`config.mk`:
```
export PLATFORM = sky130hd
export DESIGN_NAME = loop_repeat_ctrl
export DESIGN_NICKNAME = d
export VERILOG_FILES = /design/src/rtl/loop_rpt_pkg.sv /design/src/rtl/loop_addr_regs.sv /design/src/rtl/loop_count.sv /design/src/rtl/loop_seq.sv /design/src/rtl/loop_repeat_ctrl.sv
export SDC_FILE = /design/constraint.sdc
export NUM_CORES = 1
export LEC_CHECK = 0
export ABC_AREA = 1
export BUFFER_PORTS_ARGS = -buffer_cell sky130_fd_sc_hd__buf_2
export CAP_MARGIN = 30
export CELL_PAD_IN_SITES_DETAIL_PLACEMENT = 1
export CELL_PAD_IN_SITES_GLOBAL_PLACEMENT = 1
export CORE_MARGIN = 3
export CORE_UTILIZATION = 41
export CTS_CLUSTER_SIZE = 8
export DETAILED_ROUTE_END_ITERATION = 16
export GPL_ROUTABILITY_DRIVEN = 0
export HOLD_SLACK_MARGIN = 0.03
export PLACE_DENSITY = 0.95
export SLEW_MARGIN = 20
export SYNTH_ARGS = -nofsm -noshare
export SYNTH_HDL_FRONTEND = slang
export SYNTH_SLANG_ARGS = --single-unit
```
`constraint.sdc`:
```
create_clock -name clk -period 3.3 [get_ports clk]
set_clock_uncertainty 0.1 [all_clocks]
set_input_delay 0.165 -clock clk [delete_from_list [all_inputs] [get_ports clk]]
set_output_delay 0.165 -clock clk [all_outputs]
set_load 0.03 [all_outputs]
```
`src/rtl/loop_rpt_pkg.sv`:
```
package loop_rpt_pkg;
  typedef enum logic [1:0] {
    SEL_START = 2'd0,
    SEL_END   = 2'd1,
    SEL_COUNT = 2'd2,
    SEL_NONE  = 2'd3
  } wr_sel_e;

  typedef enum logic {
    MODE_BLOCK  = 1'b0,
    MODE_SINGLE = 1'b1
  } rpt_mode_e;
endpackage

```
`src/rtl/loop_addr_regs.sv`:
```
module loop_addr_regs
  import loop_rpt_pkg::*;
#(
  parameter int AW = 32
) (
  input  logic          clk,
  input  logic          rst_n,
  input  logic          wr_en_i,
  input  wr_sel_e       sel_i,
  input  logic [AW-1:0] data_i,
  output logic [AW-1:0] start_addr_o,
  output logic [AW-1:0] end_addr_o
);
  logic [AW-1:0] start_q, end_q;
  logic          start_en, end_en;

  always_comb begin
    start_en = wr_en_i && (sel_i == SEL_START);
    end_en   = wr_en_i && (sel_i == SEL_END);
  end

  always_ff @(posedge clk or negedge rst_n) begin
    if (!rst_n) begin
      start_q <= '0;
      end_q   <= '0;
    end else begin
      if (start_en) start_q <= data_i;
      if (end_en)   end_q   <= data_i;
    end
  end

  assign start_addr_o = start_q;
  assign end_addr_o   = end_q;

  p_addr_frozen_r8: assert property (@(posedge clk) disable iff (!rst_n)
    !wr_en_i |=> ($stable(start_q) && $stable(end_q)));
endmodule

```
`src/rtl/loop_count.sv`:
```
module loop_count #(
  parameter int CW = 32
) (
  input  logic          clk,
  input  logic          rst_n,
  input  logic          load_i,
  input  logic [CW-1:0] load_val_i,
  input  logic          dec_i,
  output logic [CW-1:0] cnt_o,
  output logic          zero_o
);
  localparam logic [CW-1:0] ONE = {{(CW-1){1'b0}}, 1'b1};

  logic [CW-1:0] cnt_q, cnt_d;
  logic          cnt_en;

  always_comb begin
    cnt_en = load_i || (dec_i && (cnt_q != '0));
    cnt_d  = load_i ? load_val_i : (cnt_q - ONE);
  end

  always_ff @(posedge clk or negedge rst_n) begin
    if (!rst_n) cnt_q <= '0;
    else if (cnt_en) cnt_q <= cnt_d;
  end

  assign cnt_o  = cnt_q;
  assign zero_o = (cnt_q == '0);

  p_count_step_r4: assert property (@(posedge clk) disable iff (!rst_n)
    (dec_i && !load_i && !zero_o) |=> (cnt_o == $past(cnt_o) - ONE));
  p_count_still_r8: assert property (@(posedge clk) disable iff (!rst_n)
    (!dec_i && !load_i) |=> $stable(cnt_o));
endmodule

```
`src/rtl/loop_seq.sv`:
```
module loop_seq
  import loop_rpt_pkg::*;
(
  input  logic      clk,
  input  logic      rst_n,
  input  logic      start_i,
  input  rpt_mode_e mode_i,
  input  logic      fetch_valid_i,
  input  logic      at_end_i,
  input  logic      cnt_zero_i,
  output logic      active_o,
  output logic      consume_o,
  output logic      redirect_o,
  output logic      hold_o
);
  logic      act_q, act_d, arm;
  rpt_mode_e mode_q;

  always_comb begin
    arm       = !act_q && start_i;
    consume_o = act_q && fetch_valid_i && ((mode_q == MODE_SINGLE) || at_end_i);
    redirect_o = consume_o && (mode_q == MODE_BLOCK) && !cnt_zero_i;
    hold_o     = consume_o && (mode_q == MODE_SINGLE) && !cnt_zero_i;
    act_d = act_q;
    if (arm) act_d = 1'b1;
    else if (consume_o && cnt_zero_i) act_d = 1'b0;
  end

  always_ff @(posedge clk or negedge rst_n) begin
    if (!rst_n) begin
      act_q  <= 1'b0;
      mode_q <= MODE_BLOCK;
    end else begin
      act_q <= act_d;
      if (arm) mode_q <= mode_i;
    end
  end

  assign active_o = act_q;

  p_excl_r9: assert property (@(posedge clk) disable iff (!rst_n)
    !(redirect_o && hold_o));
  p_idle_quiet_r9: assert property (@(posedge clk) disable iff (!rst_n)
    !active_o |-> (!redirect_o && !hold_o));
  p_exit_r5: assert property (@(posedge clk) disable iff (!rst_n)
    (consume_o && cnt_zero_i) |=> !active_o);
  p_armed_r3: assert property (@(posedge clk) disable iff (!rst_n)
    (!active_o && start_i) |=> active_o);
  p_keep_r8: assert property (@(posedge clk) disable iff (!rst_n)
    (active_o && !(consume_o && cnt_zero_i)) |=> (active_o && $stable(mode_q)));
endmodule

```
`src/rtl/loop_repeat_ctrl.sv`:
```
module loop_repeat_ctrl
  import loop_rpt_pkg::*;
#(
  parameter int AW = 32,
  parameter int CW = 32
) (
  input  logic          clk,
  input  logic          rst_n,
  input  logic          wr_en,
  input  logic [1:0]    wr_sel,
  input  logic [AW-1:0] wr_data,
  input  logic          start,
  input  logic          start_mode,
  input  logic          fetch_valid,
  input  logic [AW-1:0] fetch_addr,
  output logic          redirect,
  output logic [AW-1:0] redirect_addr,
  output logic          fetch_hold,
  output logic          active,
  output logic [CW-1:0] count
);
  wr_sel_e       sel;
  rpt_mode_e     mode_req;
  logic          wr_ok, cnt_load, at_end, cnt_zero, consume, dec;
  logic [AW-1:0] start_addr, end_addr;

  always_comb begin
    sel      = wr_sel_e'(wr_sel);
    mode_req = rpt_mode_e'(start_mode);
    wr_ok    = wr_en && !active;
    cnt_load = wr_ok && (sel == SEL_COUNT);
    at_end   = (fetch_addr == end_addr);
    dec      = consume && !cnt_zero;
  end

  loop_addr_regs #(.AW(AW)) u_addr (
    .clk          (clk),
    .rst_n        (rst_n),
    .wr_en_i      (wr_ok),
    .sel_i        (sel),
    .data_i       (wr_data),
    .start_addr_o (start_addr),
    .end_addr_o   (end_addr)
  );

  loop_count #(.CW(CW)) u_cnt (
    .clk        (clk),
    .rst_n      (rst_n),
    .load_i     (cnt_load),
    .load_val_i (wr_data[CW-1:0]),
    .dec_i      (dec),
    .cnt_o      (count),
    .zero_o     (cnt_zero)
  );

  loop_seq u_seq (
    .clk           (clk),
    .rst_n         (rst_n),
    .start_i       (start),
    .mode_i        (mode_req),
    .fetch_valid_i (fetch_valid),
    .at_end_i      (at_end),
    .cnt_zero_i    (cnt_zero),
    .active_o      (active),
    .consume_o     (consume),
    .redirect_o    (redirect),
    .hold_o        (fetch_hold)
  );

  assign redirect_addr = start_addr;

  p_wr_locked_r8: assert property (@(posedge clk) disable iff (!rst_n)
    (active && wr_en) |=> ($stable(redirect_addr) && (count <= $past(count))));
  p_no_fetch_r6: assert property (@(posedge clk) disable iff (!rst_n)
    (active && !fetch_valid) |=> ($stable(count) && active));
endmodule

```
### Word-level counts from Yosys, hierarchy flattened

Cells that the tools add are included.

| word-level totals | value |
|---|---|
| input bits | 72 |
| word-level logic and storage cells | 35 |
| flip-flop bits (word level) | 98 |
| output and inout port bits | 67 |

| cells by class | value |
|---|---|
| add/sub/neg operators | 1 |
| bitwise logic cells | 1 |
| reduce and logical (&&, ||, !) cells | 22 |
| multiplexer cells | 3 |
| eq/ne operators | 3 |

Operators with widths:

| kind | number |
|---|---|
| $eq 32x32->1 | 1 |
| $logic_not 32->1 | 1 |
| $mux 32 | 1 |
| $reduce_bool 32->1 | 1 |
| $sub 32x1->32 const B | 1 |
| $logic_and 1x1->1 | 14 |
| $eq 2x1->1 const B | 1 |
| $eq 2x2->1 const B | 1 |
| $logic_not 1->1 | 2 |
| $logic_not 2->1 | 1 |
| $logic_or 1x1->1 | 2 |
| $mux 1 | 2 |
| $reduce_bool 2->1 | 1 |
| $not 1->1 | 1 |

### Longest topological paths before layout

Gate-level depths: netlist of run 1.

| logic depth | value |
|---|---|
| depth after elaboration | 6 |
| mapped depth | 14 |
| gate-level depth less buffers | 13 |

### Hierarchy

A second synthesis of run 1 with hierarchy kept.

| unflattened totals | value |
|---|---|
| cells, all modules | 907 |
| area, all modules | 5967.0 um2 |

Modules (own cells, without submodules):

| module | area an instance (um2) | times used | seq. area each (um2) | cells an instance |
|---|---|---|---|---|
| loop_addr_regs | 2588.7 | 1 | 1601.5 | 283 |
| loop_count | 2578.7 | 1 | 800.8 | 432 |
| loop_repeat_ctrl | 668.1 | 1 | 0.0 | 174 |
| loop_seq | 131.4 | 1 | 50.0 | 18 |

### Worst setup path before layout of run 1

No wires, ideal clock.

| timing | value |
|---|---|
| path kind | reg2reg |
| from | register u_cnt.cnt_q[0] (netlist: u_cnt.cnt_o[0]) |
| to | register u_cnt.cnt_q[6] (netlist: u_cnt.cnt_o[6]) |
| stages on the path, launching flop included | 13 |
| arrival time | 1.848 ns |
| data required time | 3.082 ns |
| clock period less this slack | 2.066 ns |
| path slack | 1.234 ns |
| cell sequence | dfrtp_1 inv_1 ha_1 nand3_2 nor2_4 nand2_4 nor2_8 nand4_4 nand3_4 nand2_4 buf_6 nand2_1 nand2_1 |

| on the way | value |
|---|---|
| longest elaborated chain between the ends | 5 |
| elaborated cells on any way between the ends | 8 |

Ends and longest elaborated chain:

| what | line | source |
|---|---|---|
| start: declaration | loop_count.sv:14 | `logic [CW-1:0] cnt_q, cnt_d;` |
| start signal: assignment | loop_count.sv:24 | `else if (cnt_en) cnt_q <= cnt_d;` |
| parallel branches: the longest is 5 deep, another holds $sub 32x1->32 | - |  |

Several ways; the timed one is not identified.
A chain may end at the register's enable or synchronous reset.

### Worst setup path in the final report of run 1

| timing | value |
|---|---|
| from | register u_cnt.cnt_q[0] (netlist: u_cnt.cnt_o[0]) |
| to | register u_cnt.cnt_q[3] (netlist: u_cnt.cnt_o[3]) |

The elaborated chain is that of the path after synthesis.

==> results of run 1 <==
==> layout by cell type, fill, tap and decap left out, types with 2 or more instances in the layout <==
master and n:
inv_2 4, nand4_1 3, o21ai_0 106, buf_4 8, nand3_1 52, xnor2_1 24
nor2_1 55, buf_2 137, nand2_4 2, nor2_2 2, dlygate4sd3_1 3, dfrtp_1 98
nor3_1 5, nand3b_1 2, clkbuf_16 9, inv_6 2, diode_2 4, inv_1 86
a21oi_1 14, o22ai_1 6, xor2_1 2, nand2_1 232, nand3_2 2
==> worst max-delay path, delay by kind of cell (launching register included) <==
kind,cells,cell delay [ns]
adder cells (fa/ha/maj),1,0.29
flip-flops,1,0.43
AND/OR/NAND/NOR,9,1.57
buffers and inverters,1,0.12
==> cells by family (layout without fill, tap and decap cells) <==
family | after synthesis | after routing | synth area share, %
other | 0 | 4 | 0
AOI/OAI and AO/OA | 129 | 129 | 12.20
buffers and inverters | 117 | 255 | 9.145
xor gates and xnor gates | 26 | 26 | 4.214
and+or+nand+nor | 364 | 364 | 28.83
adders and majority gates | 1 | 1 | 0.2315
DFF | 98 | 98 | 45.38
==> metal layers <==
layer | up-vias | global-route usage, % | wire length (um)
met5 | - | 0 | 0
met4 | 0 | 16.01 | 1131
met3 | 87 | 5.566 | 1322
met2 | 287 | 51.27 | 10840
met1 | 2932 | 38.02 | 8815
li1 | 2590 | - | -
==> per-stage QoR <==
stage	setup slack (ns)	total power (uW)	hold WS, ns	cells
after floorplan	1.234	4412	-0.2306	735
after global placement	1.010	5198	0.1045	1026
after detailed placement	0.8122	5422	0.1184	1026
after CTS	0.7291	6672	0.03411	1045
after global routing	0.5239	7183	0.03721	1049
final	0.6641	6765	0.02557	1049
==> worst max path at each step <==
stage              startpoint         endpoint  slack, ns  cells after the start
6_report       u_cnt.cnt_o[0]   u_cnt.cnt_o[3]       0.66                     11
2_1_floorplan  u_cnt.cnt_o[0]   u_cnt.cnt_o[6]       1.23                     12
3_5_place_dp   u_cnt.cnt_o[0]  u_cnt.cnt_o[19]       0.81                     11
4_1_cts        u_cnt.cnt_o[0]   u_cnt.cnt_o[3]       0.73                     11
3_3_place_gp   u_cnt.cnt_o[0]   u_cnt.cnt_o[1]       1.01                     11
5_1_grt        u_cnt.cnt_o[0]   u_cnt.cnt_o[7]       0.52                     11
==> layout make-up <==
| cell class | instances | area [um2] | area share, % |
|---|---|---|---|
| tap | 172 | 215.2 | 3.272 |
| clock buffer | 11 | 242.7 | 3.691 |
| sequential | 98 | 2452 | 37.29 |
| timing repair buffer | 149 | 795.8 | 12.10 |
| antenna | 4 | 10.01 | 0.1522 |
| multi-input combinational | 520 | 2462 | 37.44 |
| clock inverter | 5 | 60.06 | 0.9132 |
| inverter | 90 | 337.8 | 5.137 |
==> power breakdown <==
| group | switching [uW] | internal (uW) | total [uW] |
|---|---|---|---|
| clock network | 527 | 615 | 1140 |
| registers | 539 | 1720 | 2260 |
| logic | 2360 | 1000 | 3360 |
| total | 3430 | 3340 | 6760 |
==> sequential cells by signal (all words and copies together), names as in the netlist <==
register	count
u_addr.start_addr_o	32
u_addr.end_addr_o	32
u_seq.mode_q	1
u_seq.active_o	1
u_cnt.cnt_o	32
==> repair_timing <==
item                                    4_1_cts  5_1_grt
endpoints found under the setup margin        0        0
hold buffers                                  3        0
endpoints found under the hold margin        46        0
setup buffers                                 0        0
==> summary.md, run 1 <==
The flow ran to the end, and the final reports show no timing, DRC or antenna violations. The tools report the max-capacitance violation count as 0. The worst hold path passes through 3 cells. Counting distinct cell types in the post-synthesis netlist gives 33. The final core utilization is 51.48%.

For the relative slew slack, the log shows 46.20%. STA puts the critical path data required time at 3.44 ns. Final critical delay including setup and external delays: 2.636 ns. The core box area was 12770 um2.

The die is 120.8 um wide. In this run the power density over the cells is 1029 nW/um2. Once the floorplan was initialized, standard cells occupied 42.31% of the core. The post-synthesis average cell area works out to 7.352 um2.

Yosys printed 0 warnings. For this run the aggregate overflow at the end of global routing stands at 0. The fraction of synthesized cell area taken by the top area cell type came out at 45.38%. The layout has 1647 filler cells. STA puts the critical path data arrival time at 2.77 ns. Derived from the worst setup path, the maximum achievable clock frequency is 0.3794 GHz.

The total iterations of the first detailed-routing run was 5; the via count of the first global-routing pass was 6366. The logs give 0.36 ns for the clock latency at the later pin of the worst-skew pair and 808 for the synthesized netlist net count. The area growth from synthesis to layout is 21.69%. From bottom edge to top edge, the die measures 120.8 um. The worst path uses 79.87% of the clock period. The tools report the share of the yosys chip area belonging to registers as 45.38%. The fraction of registers with async set/reset works out to 100.0%.

Detailed placement finished with a half-perimeter wire length of 14690 um. The floorplan step defined a die boundary enclosing 14590 um2. The biggest area consumer among synthesized cells is dfrtp_1.

The number of antenna violations at the first check in global routing is 4. The standard-cell row count is 41, and the count of final hold-check violations is 0. The worst setup path is launched from a flip-flop. The CTS sink count was 98; the clock transition at the register clock pins on the worst setup and hold paths after CTS was 0.08 ns. Yosys attributes the largest share of cell area to dfrtp_1 (45%), nand2_1 (16%), o21ai_0 (9.8%). For the pin with the worst max-slew slack, the measured transition is 0.8051 ns. nand2_1 is the most common cell in the netlist. Setup violations remaining at the end of the flow were counted as 0. Using the TritonRoute via totals, the vias-per-cell ratio works out to 5.621. Summed over all cells, the static leakage comes to 0.003600 uW.

For the final max-slew violation count, the log shows 0. Setup repair after global routing left no endpoint under its margin. The largest single stage delay on the critical path is 0.43 ns. In this run the remaining antenna-violating nets after routing total 0. The worst register-to-register path begins at u_cnt.cnt_o[0].

The tools report the final-stage net count as 941. The end of the worst register-to-register path is u_cnt.cnt_o[3]. The synthesized area is 5404 um2. The all-layer global routing usage is 30.74%, and the reg2reg setup slack is 0.66 ns. The DRC violation total after the first TritonRoute iteration was 565; the number of enable flip-flop cells after synthesis was 0. The class of the most critical hold timing path was input pin to flip-flop. Sorting the synthesized cells by how often they occur yields nand2_1 (232), o21ai_0 (106), dfrtp_1 (98).

Cells with a size suffix above 1 make up 20.39% of the layout. The longest clock path from root to sink contains 2 buffers. Input and output buffers added on the ports amount to 138. The total placed instance area is 6233 um2.

Summing all non-filler instances in the final layout gives an area of 6576 um2. The tree is rooted in a clkbuf_16. The logs give 34530 um for the wire length of the first global-routing pass and 5896 for the total via count after detailed routing. The worst hold path begins at wr_data[0]. Traced cell by cell, the critical path runs through inv_1 -> ha_1 -> nand3_2 -> nor2_4 -> nand2_4 -> nor2_8 -> nand4_4 -> nand3_4 -> nand2_4 -> nand2_1 -> nand2_1.

The sink of the worst hold path is u_addr.start_addr_o[0]. After routing, the total negative slack on setup checks comes to 0 ns. Number of storage elements in the synthesis netlist: 98. For the worst voltage drop across the vdd grid, the log shows 344.1 uV. The critical setup path kind was flip-flop to flip-flop.

Synthesis handed over a netlist of 735 instances. Entering global routing, the biggest net connects 65 pins. Pin placement for this block handled 139 I/O pins.

The total number of H-tree levels came out at 3. The largest driver fanout on the critical path came out at 32. In the synthesized netlist the dominant register cell turns out to be dfrtp_1. The final layout contains routed wiring with a total length of 22110 um. TritonCTS built the clock tree. Counting cells, the worst reg-to-reg path comes to 11.

The slowest stage cell on the critical path was dfrtp_1. After detailed routing, the number of remaining DRC violations is 0. The tools report the post-CTS resize count as 0. STA classifies the critical path endpoint as a flip-flop. Dividing the detail-routed wire length by the instance count gives 21.08 um.

The number of buffers created by CTS is 9.
Power figures use the tool's default switching activity.
==> run 2: changes to the inputs <==
- ABC_AREA: 1 -> 0
- CORE_UTILIZATION: 41 -> 40
- PLACE_DENSITY: 0.95 -> 0.9
- clock period: 3.3 -> 2.55 ns (I/O delays scaled with it)
==> run 2 against run 1 <==
The flow now finishes with violations (negative setup slack); via count is 12% lower; sequential cell count stayed put; total power is 7.2% higher; worst setup slack worse by 1.2 ns; sequential power is 9.7% higher; clock-buffer cell count is 1 lower; non-clock buffer count is 129 higher; largest cell class unchanged.
==> summary.md, run 2 <==
The number of antenna violations at the first check in global routing is 0, and the final core utilization is 65.94%. The run gives 0.09508 ns as the worst hold margin. Class of the most critical hold timing path: input pin to flip-flop. The max-capacitance violation count is 0, and the count of final hold-check violations is 0.

Die area: 13360 um2. For this run, design rule violations remaining after detail routing come to 0. The tools report the final worst setup slack as -0.5091 ns. The run gives 492 as the synthesized netlist net count. Walking the worst path, the cells encountered are nor4_1 -> nand2b_4 -> nor4_4 -> buf_4 -> nor4_4 -> buf_4 -> o21bai_4 -> buf_6 -> buf_6 -> o31ai_2 -> a31oi_2. The leftover overflow at the end of global routing was 0.

Among all flip-flop cells after synthesis, the most frequent one is dfrtp_1. TritonCTS built the clock tree. The standard-cell row count was 39. The run gives 5525 as the via count of the first global-routing pass. The pin slew with the least headroom to its limit works out to 1.021 ns.

The total power density per cell area was 950.7 nW/um2; the fill cell instance count of the final layout was 1211. The post-route netlist has 58.82% of its cells at a drive strength greater than 1. In this run the horizontal extent of the chip is 115.6 um. Summed over all cells, the static leakage comes to 0.003395 uW.

Using the TritonRoute via totals, the vias-per-cell ratio works out to 6.241. The all-layer global routing usage was 33.47%; the relative area change from synthesis to final layout was 58.72%. The tools report the start point of the critical path as u_cnt.cnt_o[30]. After clock tree synthesis, the clock-pin slew on the worst setup and hold paths is 0.07 ns.

Of all nets on the critical path, the largest fanout is 4. The logs give 0 for the count of warnings emitted by yosys and 4 for the total iterations of the first detailed-routing run. The top cell type by area accounts for 51.04% of the synthesized area. The part of the cycle the worst path needs is 120.0%.

The starting density of the core was 41.54%. The worst setup path is captured at a flip-flop. The logs give 33220 um for the wire length of the first global-routing pass and 25580 um for the aggregate routed wire length. Leaving out fill and tap cells, the most frequent cell in the layout is buf_2. Highest attainable clock frequency: 0.3269 GHz. The largest single stage delay on the critical path is 0.64 ns. After detailed routing, the average wire length per cell comes to 30.63 um. The most common cell in the synthesized netlist is dfrtp_1.

By count the netlist is led by dfrtp_1 (98), mux2_2 (65), xor2_1 (41). The run gives 0.35 ns as the clock latency at the later pin of the worst-skew pair. The flow ran to the end, but the final reports show violations.

Averaged over all synthesized cells, the footprint is 11.47 um2. Worst voltage drop across the vdd grid: 495.6 uV. Top routing layer in use: met4. Biggest area consumer among synthesized cells: dfrtp_1. Once detail routing completed, the nets flagged for antenna violations numbered 0.

Setup violations remaining at the end of the flow were counted as 34. After synthesis the cells add up to 4805 um2. The logs give 43 for the number of distinct library cells after synthesis and 419 for the gate count of the mapped netlist. For the HPWL after detailed placement, the log shows 13430 um. The start point of the worst min-delay path is start. Among all stages on the critical path, the largest delay is contributed by nor4_1. Measured against its own limit, the worst slew margin works out to 31.91%. The number of top-level design ports is 139.

During placement, the flow inserted port buffers numbering 138. For this run, the register share of the synthesized area comes to 51.04%. The logs give 371 for the DRC violation total after the first TritonRoute iteration and 3 for the total number of H-tree levels.

The total via count after detailed routing was 5211. After detailed routing, the wire length on met1 is 9062 um. Data arrives at the worst endpoint at 3.20 ns. Critical setup path kind: flip-flop to flip-flop. In the final design database the tool counted 760 nets.

Subtracting the final worst setup slack from the clock period gives 3.059 ns. The final reports fail on negative setup slack. The routed design uses 12610 um of met2 wire.

Detailed routing placed a total of 1964 um of wire on met3. The fraction of registers with async set/reset is 100.0%, and the number of buffers created by CTS is 9. The number of antenna diodes in the final layout is 0. The final max-slew violation count was 0. The tools report the core box area as 11560 um2.

The clock net in this run drives a total of 98 sinks. In the layout the commonest cells are buf_2 (135), dfrtp_1 (89), buf_4 (83). Counting flops with a built-in enable in the synthesized netlist gives 0. Synthesis inferred 98 register bits. At the worst endpoint, the required time is 2.69 ns.

Entering global routing, the biggest net connects 53 pins. The root buffer cell chosen for the clock tree is clkbuf_16. By area the synthesized netlist is led by dfrtp_1 (51%), mux2_2 (15%), xor2_1 (7.5%). The launching point of the worst reg2reg path was u_cnt.cnt_o[30]. The clock passes through at most 2 buffers. Setup repair after global routing could not meet its margin everywhere.

STA classifies the critical path startpoint as a flip-flop. The die is 115.6 um tall. Total design power: 7250 uW.
## run 2: cell types whose count changed in the layout (fill, tap and decap cells not counted), moves of 22 or more
| cell | delta |
|---|---|
| mux2_2 | +65 |
| o21ai_0 | -104 |
| nand3_1 | -50 |
| dlygate4sd3_1 | +31 |
| xor2_1 | +34 |
| xnor2_1 | -24 |
| buf_6 | +22 |
| nand2_1 | -217 |
| inv_1 | -86 |
| buf_4 | +75 |
| nor2_1 | -26 |
## run 2: timing repair
action | CTS | global route
cloned | 3 | 0
pin swaps | 36 | 35
endpoints found under the setup margin | 34 | 34
hold buffers | 34 | 0
resized for setup | 67 | 54
buffers inserted | 13 | 21
endpoints found under the hold margin | 135 | 0
## run 2: area by class of cell
class	count	area (um2)	share of cell area, %
well taps	143	178.9	2.346
clock buffers	10	239.0	3.134
repair buffers	278	1967	25.79
multi-input cells	298	2725	35.73
flip-flops and latches	98	2464	32.31
inverters	2	10.01	0.1313
clock inverters	6	42.54	0.5578
## run 2: power breakdown
group          leakage [uW]  internal [uW]  total, uW  switching (uW)
clock              0.000134            690       1340             653
sequential          0.00117           2060       2480             421
combinational       0.00209           1350       3430            2080
## run 2: layer usage
metal / up-vias / GRT usage [%]
li1: 2071 / -
met4: 0 / 18.94
met1: 2631 / 37.88
met2: 375 / 58.41
met3: 134 / 7.258
met5: - / 0
## run 2: worst paths after layout
path,to,slack (ns),cells after the start
min in group asynchronous,u_cnt.cnt_o[23],0.27,2
min reg2reg,u_addr.start_addr_o[27],0.41,1
max reg2reg,u_cnt.cnt_o[16],-0.51,11
max,u_cnt.cnt_o[16],-0.51,11
max in group asynchronous,u_addr.start_addr_o[9],1.25,3
min,u_seq.active_o,0.1,3
## run 2: cells by family (layout without fill, tap and decap cells)
kind of cell / Yosys count / count (layout) / share of synthesized area [%]
XOR/XNOR: 42 / 42 / 7.656
buffers and inverters: 23 / 296 / 2.187
adder cells (fa/ha/maj): 1 / 1 / 0.2604
AO/OA/AOI/OAI: 64 / 64 / 8.828
flip-flops: 98 / 98 / 51.04
AND/OR/NAND/NOR: 125 / 125 / 14.58
multiplexers: 66 / 66 / 15.44
## run 2: critical path, delay by kind of cell (launching register included)
| kind | cells | cell delay (ns) |
|---|---|---|
| and+or+nand+nor | 4 | 1.15 |
| buffers and inverters | 4 | 0.60 |
| AOI/OAI and AO/OA | 3 | 0.62 |
| DFF | 1 | 0.44 |
## run 2: stage by stage
stage	instance area, um2	std cells	worst slack [ns]	TNS [ns]
floorplan	4872	419	-0.2527	-2.936
global placement	6185	751	-0.1508	-2.112
detailed placement	6185	751	-0.3478	-6.109
CTS	7158	816	-0.2119	-4.017
global route	7626	835	-0.5497	-12.88
finish	7626	835	-0.5091	-11.37
